`src/rtl/mdio_pkg.sv`:
```
package mdio_pkg;
  // access word field positions
  localparam int ACC_GO_B   = 31;
  localparam int ACC_WR_B   = 30;
  localparam int ACC_ACK_B  = 29;
  localparam int ACC_REG_LSB = 21;
  localparam int ACC_PHY_LSB = 16;
  // control word field positions
  localparam int CTL_IDLE_B = 31;
  localparam int CTL_EN_B   = 30;
  // bits that follow the preamble: start(2) op(2) phy(5) reg(5) ta(2) data(16)
  localparam int POST_PRE_BITS = 32;

  typedef enum logic {ENG_IDLE, ENG_SHIFT} eng_st_t;
endpackage

```
`src/rtl/mdio_clkgen.sv`:
```
module mdio_clkgen #(
  parameter int DIV_W = 8
) (
  input  logic             clk,
  input  logic             rst_n,
  input  logic             run,
  input  logic [DIV_W-1:0] div,
  output logic             mdc,
  output logic             rise_tk,
  output logic             fall_tk
);
  logic [DIV_W-1:0] cnt_q, cnt_n, div_eff;
  logic             mdc_q, mdc_n, tick;

  always_comb begin
    div_eff = (div == '0) ? DIV_W'(1) : div;
    tick    = run && (cnt_q == div_eff);
    rise_tk = tick && !mdc_q;
    fall_tk = tick && mdc_q;
    if (!run) begin
      cnt_n = '0;
      mdc_n = 1'b0;
    end else if (tick) begin
      cnt_n = '0;
      mdc_n = ~mdc_q;
    end else begin
      cnt_n = cnt_q + DIV_W'(1);
      mdc_n = mdc_q;
    end
  end

  always_ff @(posedge clk or negedge rst_n) begin
    if (!rst_n) begin
      cnt_q <= '0;
      mdc_q <= 1'b0;
    end else begin
      cnt_q <= cnt_n;
      mdc_q <= mdc_n;
    end
  end

  assign mdc = mdc_q;
endmodule

```
`src/rtl/mdio_frame.sv`:
```
module mdio_frame #(
  parameter int PRE_BITS = 32
) (
  input  logic                 clk,
  input  logic                 rst_n,
  input  logic                 start,
  input  logic                 wr_in,
  input  logic [4:0]           phy_in,
  input  logic [4:0]           reg_in,
  input  logic [15:0]          wdata_in,
  input  logic                 rise_tk,
  input  logic                 fall_tk,
  input  logic                 mdio_i,
  output logic                 busy,
  output logic                 done,
  output logic                 ack,
  output logic [15:0]          rdata,
  output logic                 mdio_o,
  output logic                 mdio_oe,
  output logic [$clog2(PRE_BITS+mdio_pkg::POST_PRE_BITS)-1:0] bit_idx
);
  import mdio_pkg::*;
  localparam int FRAME = PRE_BITS + POST_PRE_BITS;
  localparam int IW    = $clog2(FRAME);
  localparam logic [IW-1:0] TA_IDX   = IW'(PRE_BITS + 14);
  localparam logic [IW-1:0] ACK_IDX  = IW'(PRE_BITS + 15);
  localparam logic [IW-1:0] DAT_IDX  = IW'(PRE_BITS + 16);
  localparam logic [IW-1:0] LAST_IDX = IW'(FRAME - 1);

  eng_st_t          st_q, st_n;
  logic [IW-1:0]    idx_q, idx_n;
  logic [FRAME-1:0] sh_q, sh_n;
  logic             wr_q, wr_n, ack_q, ack_n, done_q, done_n;
  logic [15:0]      rd_q, rd_n;

  always_comb begin
    st_n = st_q; idx_n = idx_q; sh_n = sh_q; wr_n = wr_q;
    ack_n = ack_q; rd_n = rd_q; done_n = 1'b0;
    case (st_q)
      ENG_IDLE: if (start) begin
        st_n  = ENG_SHIFT;
        idx_n = '0;
        sh_n  = {{PRE_BITS{1'b1}}, 2'b01, (wr_in ? 2'b01 : 2'b10),
                 phy_in, reg_in, 2'b10, wdata_in};
        wr_n  = wr_in;
        ack_n = 1'b0;
        rd_n  = '0;
      end
      default: begin
        if (rise_tk && !wr_q) begin
          if (idx_q == ACK_IDX) ack_n = ~mdio_i;
          if (idx_q >= DAT_IDX) rd_n = {rd_q[14:0], mdio_i};
        end
        if (fall_tk) begin
          if (idx_q == LAST_IDX) begin
            st_n   = ENG_IDLE;
            done_n = 1'b1;
          end else begin
            idx_n = idx_q + IW'(1);
            sh_n  = {sh_q[FRAME-2:0], 1'b0};
          end
        end
      end
    endcase
  end

  always_ff @(posedge clk or negedge rst_n) begin
    if (!rst_n) begin
      st_q <= ENG_IDLE; idx_q <= '0; sh_q <= '0; wr_q <= 1'b0;
      ack_q <= 1'b0; rd_q <= '0; done_q <= 1'b0;
    end else begin
      st_q <= st_n; idx_q <= idx_n; sh_q <= sh_n; wr_q <= wr_n;
      ack_q <= ack_n; rd_q <= rd_n; done_q <= done_n;
    end
  end

  assign busy    = (st_q == ENG_SHIFT);
  assign done    = done_q;
  assign ack     = ack_q;
  assign rdata   = rd_q;
  assign mdio_o  = busy && sh_q[FRAME-1];
  assign mdio_oe = busy && (wr_q || (idx_q < TA_IDX));
  assign bit_idx = idx_q;
endmodule

```
`src/rtl/mdio_master.sv`:
```
module mdio_master #(
  parameter int DIV_W    = 8,
  parameter int PRE_BITS = 32
) (
  input  logic        clk,
  input  logic        rst_n,
  input  logic        bus_we,
  input  logic        bus_sel,
  input  logic [31:0] bus_wdata,
  output logic [31:0] bus_rdata,
  output logic        mdc,
  output logic        mdio_o,
  output logic        mdio_oe,
  input  logic        mdio_i
);
  import mdio_pkg::*;
  localparam int IDX_W = $clog2(PRE_BITS + POST_PRE_BITS);

  logic             ctl_en_q, ctl_en_n;
  logic [DIV_W-1:0] ctl_div_q, ctl_div_n;
  logic             acc_go_q, acc_go_n, acc_wr_q, acc_wr_n, acc_ack_q, acc_ack_n;
  logic [4:0]       acc_reg_q, acc_reg_n, acc_phy_q, acc_phy_n;
  logic [15:0]      acc_dat_q, acc_dat_n;
  logic             launch, eng_busy, eng_done, eng_ack, rise_tk, fall_tk;
  logic [15:0]      eng_rdata;
  logic [IDX_W-1:0] eng_idx;

  always_comb begin
    ctl_en_n = ctl_en_q; ctl_div_n = ctl_div_q;
    acc_go_n = acc_go_q; acc_wr_n = acc_wr_q; acc_ack_n = acc_ack_q;
    acc_reg_n = acc_reg_q; acc_phy_n = acc_phy_q; acc_dat_n = acc_dat_q;
    launch = 1'b0;
    if (eng_done) begin
      acc_go_n = 1'b0;
      if (!acc_wr_q) begin
        acc_ack_n = eng_ack;
        acc_dat_n = eng_rdata;
      end
    end
    if (bus_we && !bus_sel) begin
      ctl_en_n  = bus_wdata[CTL_EN_B];
      ctl_div_n = bus_wdata[DIV_W-1:0];
    end
    if (bus_we && bus_sel && !acc_go_q &&
        (!bus_wdata[ACC_GO_B] || ctl_en_q)) begin
      launch    = bus_wdata[ACC_GO_B];
      acc_go_n  = bus_wdata[ACC_GO_B];
      acc_wr_n  = bus_wdata[ACC_WR_B];
      acc_ack_n = 1'b0;
      acc_reg_n = bus_wdata[ACC_REG_LSB +: 5];
      acc_phy_n = bus_wdata[ACC_PHY_LSB +: 5];
      acc_dat_n = bus_wdata[15:0];
    end
  end

  always_ff @(posedge clk or negedge rst_n) begin
    if (!rst_n) begin
      ctl_en_q <= 1'b0; ctl_div_q <= '0;
      acc_go_q <= 1'b0; acc_wr_q <= 1'b0; acc_ack_q <= 1'b0;
      acc_reg_q <= '0; acc_phy_q <= '0; acc_dat_q <= '0;
    end else begin
      ctl_en_q <= ctl_en_n; ctl_div_q <= ctl_div_n;
      acc_go_q <= acc_go_n; acc_wr_q <= acc_wr_n; acc_ack_q <= acc_ack_n;
      acc_reg_q <= acc_reg_n; acc_phy_q <= acc_phy_n; acc_dat_q <= acc_dat_n;
    end
  end

  always_comb begin
    if (bus_sel)
      bus_rdata = {acc_go_q, acc_wr_q, acc_ack_q, 3'b000,
                   acc_reg_q, acc_phy_q, acc_dat_q};
    else
      bus_rdata = {~(acc_go_q | eng_busy), ctl_en_q,
                   {(30-DIV_W){1'b0}}, ctl_div_q};
  end

  mdio_clkgen #(.DIV_W(DIV_W)) u_clk (
    .clk(clk), .rst_n(rst_n), .run(eng_busy), .div(ctl_div_q),
    .mdc(mdc), .rise_tk(rise_tk), .fall_tk(fall_tk)
  );

  mdio_frame #(.PRE_BITS(PRE_BITS)) u_frame (
    .clk(clk), .rst_n(rst_n), .start(launch),
    .wr_in(bus_wdata[ACC_WR_B]), .phy_in(bus_wdata[ACC_PHY_LSB +: 5]),
    .reg_in(bus_wdata[ACC_REG_LSB +: 5]), .wdata_in(bus_wdata[15:0]),
    .rise_tk(rise_tk), .fall_tk(fall_tk), .mdio_i(mdio_i),
    .busy(eng_busy), .done(eng_done), .ack(eng_ack), .rdata(eng_rdata),
    .mdio_o(mdio_o), .mdio_oe(mdio_oe), .bit_idx(eng_idx)
  );
endmodule

```
`config.mk`:
```
export PLATFORM = sky130hd
export DESIGN_NAME = mdio_master
export DESIGN_NICKNAME = d
export VERILOG_FILES = /design/src/rtl/mdio_pkg.sv /design/src/rtl/mdio_clkgen.sv /design/src/rtl/mdio_frame.sv /design/src/rtl/mdio_master.sv
export SDC_FILE = /design/constraint.sdc
export NUM_CORES = 1
export LEC_CHECK = 0
export BUFFER_PORTS_ARGS = -buffer_cell sky130_fd_sc_hd__buf_4
export CAP_MARGIN = 25
export CORE_MARGIN = 2
export CORE_UTILIZATION = 36
export CTS_BUF_LIST = sky130_fd_sc_hd__clkbuf_16
export CTS_CLUSTER_SIZE = 10
export DETAILED_ROUTE_END_ITERATION = 6
export PLACE_DENSITY_LB_ADDON = 0.05
export SLEW_MARGIN = 20
export SYNTH_ARGS = -nofsm -noshare
export SYNTH_HDL_FRONTEND = slang
export SYNTH_SLANG_ARGS = --single-unit
```
`constraint.sdc`:
```
create_clock -name clk -period 2.7 [get_ports clk]
set_input_delay 0.135 -clock clk [delete_from_list [all_inputs] [get_ports clk]]
set_output_delay 0.135 -clock clk [all_outputs]
set_load 0.005 [all_outputs]
```
**After elaboration in Yosys (flattened, before gate mapping)**

Index checks and enable logic that the tools add are counted.

- Register bits: 137
- Input port bits: 37
- Output and inout bits: 35
- Logic and storage cells: 100

- Add/subtract/negate cells: 2
- Order comparisons: 2
- Equal/unequal tests: 10
- Mux-type cells: 39
- Bitwise gates (word level): 5
- Reductions and logical operators: 25

Operators with widths:

| operator | number |
|---|---|
| $mux 64 | 4 |
| $mux 16 | 7 |
| $mux 32 | 1 |
| $mux 6 | 4 |
| $mux 8 | 3 |
| $mux 1 | 19 |
| $eq 6x6->1 const B | 2 |
| $ne 2x2->1 const B | 6 |
| $logic_and 1x1->1 | 10 |
| $reduce_and 3->1 | 3 |
| $add 8x1->8 const B | 1 |
| $eq 8x8->1 | 1 |
| $logic_not 8->1 | 1 |
| $add 6x1->6 const B | 1 |
| $ge 6x6->1 const B | 1 |
| $lt 6x6->1 const B | 1 |
| $logic_not 1->1 | 5 |
| $not 1->1 | 4 |
| $reduce_and 2->1 | 2 |
| $reduce_bool 2->1 | 2 |
| $logic_or 1x1->1 | 2 |
| $mux 2 | 1 |
| $ne 2x1->1 const B | 1 |
| $or 1x1->1 | 1 |

**Longest topological paths before layout**

- Word-level depth: 8
- Gate-level depth with buffers: 8
- Mapped depth without buffers: 6

**Hierarchy**

Synthesis repeated with hierarchy kept, for this count alone.

- Cells, all modules: 570
- Area total of the unflattened synthesis: 6672.6 um2

Modules (own cells, without submodules):

| module | times used | cells an instance | area each (um2) | seq. area each (um2) |
|---|---|---|---|---|
| mdio_frame | 1 | 373 | 4125.2 | 2252.2 |
| mdio_master | 1 | 143 | 2006.9 | 950.9 |
| mdio_clkgen | 1 | 54 | 540.5 | 225.2 |

**Least setup slack after synthesis**

OpenSTA, ideal clock, no wires.

- Path type: register -> register
- Start point: register ctl_div_q[5]
- End point: register u_frame.sh_q[11]
- Setup time: 125 ps
- Arrival: 2265 ps
- Data required time: 2575 ps
- Path slack: 310 ps
- Cell stages (with the launch flop): 9
- Path buffers: 3
- Clock period less this slack: 2390 ps
- Cell sequence: dfrtp_1 -> or4_1 -> or3_1 -> and3_1 -> buf_6 -> a21o_1 -> buf_6 -> buf_6 -> mux2_4

- Word-level cells in the longest chain between the ends: 7

RTL lines:

| item | RTL line | text |
|---|---|---|
| start, declared | mdio_master.sv:20 | `logic [DIV_W-1:0] ctl_div_q, ctl_div_n;` |
| start signal, assigned | mdio_master.sv:62 | `ctl_en_q <= ctl_en_n; ctl_div_q <= ctl_div_n;` |
| $logic_not 8->1 | mdio_clkgen.sv:16 | `div_eff = (div == '0) ? DIV_W'(1) : div;` |
| $mux 8 * | mdio_clkgen.sv:16 |  |
| $eq 8x8->1 * | mdio_clkgen.sv:17 | `tick = run && (cnt_q == div_eff);` |
| $logic_and 1x1->1 * | mdio_clkgen.sv:17 |  |
| $logic_and 1x1->1 * | mdio_clkgen.sv:19 | `fall_tk = tick && mdc_q;` |
| $ne 2x2->1 (no source line) * | n/a |  |
| $reduce_and 3->1 (no source line) * | n/a |  |
| end signal, assigned | mdio_frame.sv:72 | `st_q <= st_n; idx_q <= idx_n; sh_q <= sh_n; wr_q <= wr_n;` |
| end, declared | mdio_frame.sv:32 | `logic [FRAME-1:0] sh_q, sh_n;` |

Every way passes the cells marked *; elsewhere a longest branch is shown, timed or not.
A chain may end at the register's enable or synchronous reset.

**Final worst setup path**

- Start point: register ctl_div_q[5]
- End point: register u_frame.sh_q[28]

The elaborated chain is that of the path after synthesis.

==> metrics.md <==
| Metric | Value |
|---|---|
| Outcome | `completed` |
| Fin. max-slew vios | `0` |
| Hold Fails Final Rpt | `0` |
| DP Worst Slack | `between 0.2 and 0.25 ns` |
| Max Clk Rate | `0.406 GHz` |
| Worst Setup Slack, final | `between 0.2 and 0.25 ns` |
| Final setup TNS | `0 ns` |
| Vias in the first global route | `between 4000 and 5000` |
| # port buffers | `64` |
| Final Critical Period | `around 2.5 ns` |
| I/O pin count | `a little over 70` |
| H-tree level count | `4` |
| Flop2flop setup slack | `~0.24 ns` |
| Vias | `4664` |
| CP Capture Type | `register` |
| Filler Cell Count | `about 1700` |
| Initial Util | `0.364` |
| Synth warn | `0` |
| Cell variety after synth | `between 40 and 50` |
| Final setup fails | `0` |
| Avg WL per Cell | `approximately 17 um` |
| RSZ-0062 raised after global routing | `false` |
| Post-synth EDFFs | `0` |
| Hold path depth | `3` |
| Antenna Nets Post-Route | `0` |
| Clock Latency Late Sink | `between 0.4 and 0.5 ns` |
| Top cell type's share of synthesized area | `0.525` |
| GRT Residual Overflow | `0` |
| DR iter-0 viols | `roughly 270` |
| RR Startpoint | `ctl_div_q[5]` |
| Gr usage total | `0.167` |
| Fin cells | `roughly 900` |
| Routability congestion estimate | `0.756` |
| Largest net degree at the start of global routing | `82` |
| Arrival @ worst endpoint | `2.76 ns` |
| Asr flop ratio synth | `1.00` |
| Ys flop type | `dfrtp_1` |
| Synth Cell Area | `6530 sq um` |
| PnR Total Power | `about 6.7 mW` |
| Total die area | `between 15000 and 20000 sq um` |
| Critical path class | `reg2reg` |
| Clock skew | `roughly 0.0085 ns` |
| CTS tree | `built` |
| Layout cells sized above 1 | `0.309` |
| Cell depth of the worst flop-to-flop path | `6` |
| CTS Buf Count | `17` |
| Util after Layout | `0.460` |
| Crit-path max FO | `33` |
| Crit path launch | `ctl_div_q[5]` |
| Synthesized area per cell | `11.7 sq um` |
| Vias per cell | `roughly 5.2` |
| Post-CTS Setup Inserts | `0` |
| First-pass GRT wire length | `25600 um` |
| Residual DRC count | `0` |
| Core Area | `about 18000 sq um` |
| Cell count after synthesis | `between 500 and 600` |
| Clock Sinks | `around 140` |
| Leak | `about 3.9 nW` |
| Yosys top cell by area | `dfrtp_1` |
| Worst flop-to-flop path endpoint | `u_frame.sh_q[28]` |
| Cell row count | `just under 50` |
| Multi-input gate area | `about 2900 sq um` |
| Clock slew at reported path FFs | `approximately 0.060 ns` |
| Critical Path Source Type | `register` |
| Die Width | `139 um` |
| CTS Root Cell | `clkbuf_16` |
| Largest cells by area after synthesis | `dfrtp_1 53%, mux2_2 9.5%, mux2_4 5.8%, o22a_1 4.4%, mux2i_1 3.1%` |
| Max_slew headroom | `0.472` |
| Seq cells post-synth | `approximately 140` |
| Worst vdd ir | `420 uV` |
| Worst-margin pin slew | `a little under 0.8 ns` |
| DP HPWL | `a little over 10000 um` |
| Cells after DPL | `~840` |
| Hold EP | `acc_go_q` |
| Max Cap Violations | `0` |
| Synth-to-layout area growth | `26.1%` |
| Sequential share of the synthesized area | `0.525` |
| Worst Path Required | `approximately 3.0 ns` |
| # resized after CTS | `0` |
| Hold_sp | `bus_wdata[31]` |
| Power Density | `816 nW/um^2` |
| FF/Latch Area | `3430 sq um` |
| Pre-antenna DRT Iters | `5` |
| Final Cycle Share | `0.911` |
| Die height | `around 140 um` |
| Antenna cell count | `0` |
| Nets | `696` |
| HP Class | `in2reg` |
| Clock tree buffer depth | `2` |
| Initial antenna violation count | `0` |
| Routed WL | `between 15000 and 20000 um` |
## layout by cell type (no fill, tap or decap), types with 9 or more instances in the layout
master         Yosys  routed
nand2_1           43      43
clkbuf_16          0      17
a21oi_1           25      24
nand3_1           14      14
buf_4              3      84
nor3_1            11      11
a221o_1           16      16
mux2_4            25      25
o21ai_0           21      21
o22a_1            33      33
dlygate4sd3_1      0      28
and2_1            20      20
inv_1              8       9
mux2_2            55      55
mux2i_1           20      20
dfrtp_1          137     136
nor2_1            32      32
## where the power goes
group / total (mW) / switching, mW / internal [mW] / leakage [nW]
logic: 1.63 / 0.795 / 0.840 / 1.89
clock network: 2.43 / 0.955 / 1.48 / 0.296
registers: 2.65 / 0.253 / 2.40 / 1.76
## cells by family (layout without fill, tap and decap cells)
| kind of cell | Yosys count | count (layout) | synth area share |
|---|---|---|---|
| multiplexers | 100 | 100 | 0.183 |
| XOR/XNOR | 12 | 12 | 0.0161 |
| flip-flops | 137 | 137 | 0.525 |
| AND/OR/NAND/NOR | 147 | 147 | 0.109 |
| buffers and inverters | 48 | 156 | 0.0364 |
| AO/OA/AOI/OAI | 113 | 113 | 0.125 |
| other | 1 | 3 | 0.000575 |
| adder cells (fa/ha/maj) | 2 | 2 | 0.00383 |
## per-stage QoR
step | cell area (sq um) | hold WS [ns]
2_1_floorplan | 6530 | -0.161
5_1_grt | 8230 | 0.0787
6_report | 8230 | 0.0710
3_5_place_dp | 7330 | 0.251
3_3_place_gp | 7330 | 0.242
4_1_cts | 8230 | 0.0540
## worst max-delay path, cell delays in order, from the launching register on
cell and delay (ns):
dfrtp_1 0.37, or4_1 0.55, or3_1 0.38, and3_1 0.22, a21o_2 0.23, buf_4 0.26
mux2_4 0.33
## layer usage
metal | share of wire | GRT usage | up-vias | routed length, um
li1 | - | - | 2208 | -
met1 | 0.47 | 0.222 | 2364 | 7220
met2 | 0.49 | 0.279 | 82 | 7540
met3 | 0.035 | 0.0404 | 10 | 536
met4 | 0.0094 | 0.0425 | 0 | 145
met5 | 0 | 0 | - | 0
## cell usage after synthesis, types with 8 or more instances
master    count
a221o_1      16
nand2_1      43
a21oi_1      25
o22a_1       33
nand3_1      14
nor2_1       32
and2_1       20
nor3_1       11
inv_1         8
mux2_2       55
mux2_4       25
o21ai_0      21
clkbuf_1     25
dfrtp_1     137
mux2i_1      20
## worst max path at each step
stage	endpoint	slack [ns]	cells past startpoint
floorplan	u_frame.sh_q[11]	0.31	8
global placement	u_frame.sh_q[28]	0.25	6
CTS	u_frame.sh_q[1]	0.23	6
detailed placement	u_frame.sh_q[28]	0.24	6
finish	u_frame.sh_q[28]	0.24	6
global route	u_frame.sh_q[1]	0.11	6
## state kept, by name, indices dropped and copies added (netlist names), 5 cells and up
register         count
acc_reg_q            5
acc_phy_q            5
ctl_div_q            8
u_frame.bit_idx      6
u_frame.rdata       16
acc_dat_q           16
u_frame.sh_q        64
u_clk.cnt_q          8
## repair_timing
item | 4_1_cts | 5_1_grt
hold endpoints to repair | 113 | 0
hold buffers | 28 | 0
endpoints found under the setup margin | 0 | 0
## layout make-up
type / instances / area share
repair buffers: 116 / 0.119
clock buffers: 17 / 0.0517
inverters: 8 / 0.00365
well taps: 229 / 0.0348
flip-flops and latches: 137 / 0.417
multi-input cells: 377 / 0.351
clock inverters: 15 / 0.0233
Note: power is estimated with default switching activity, not from simulation.
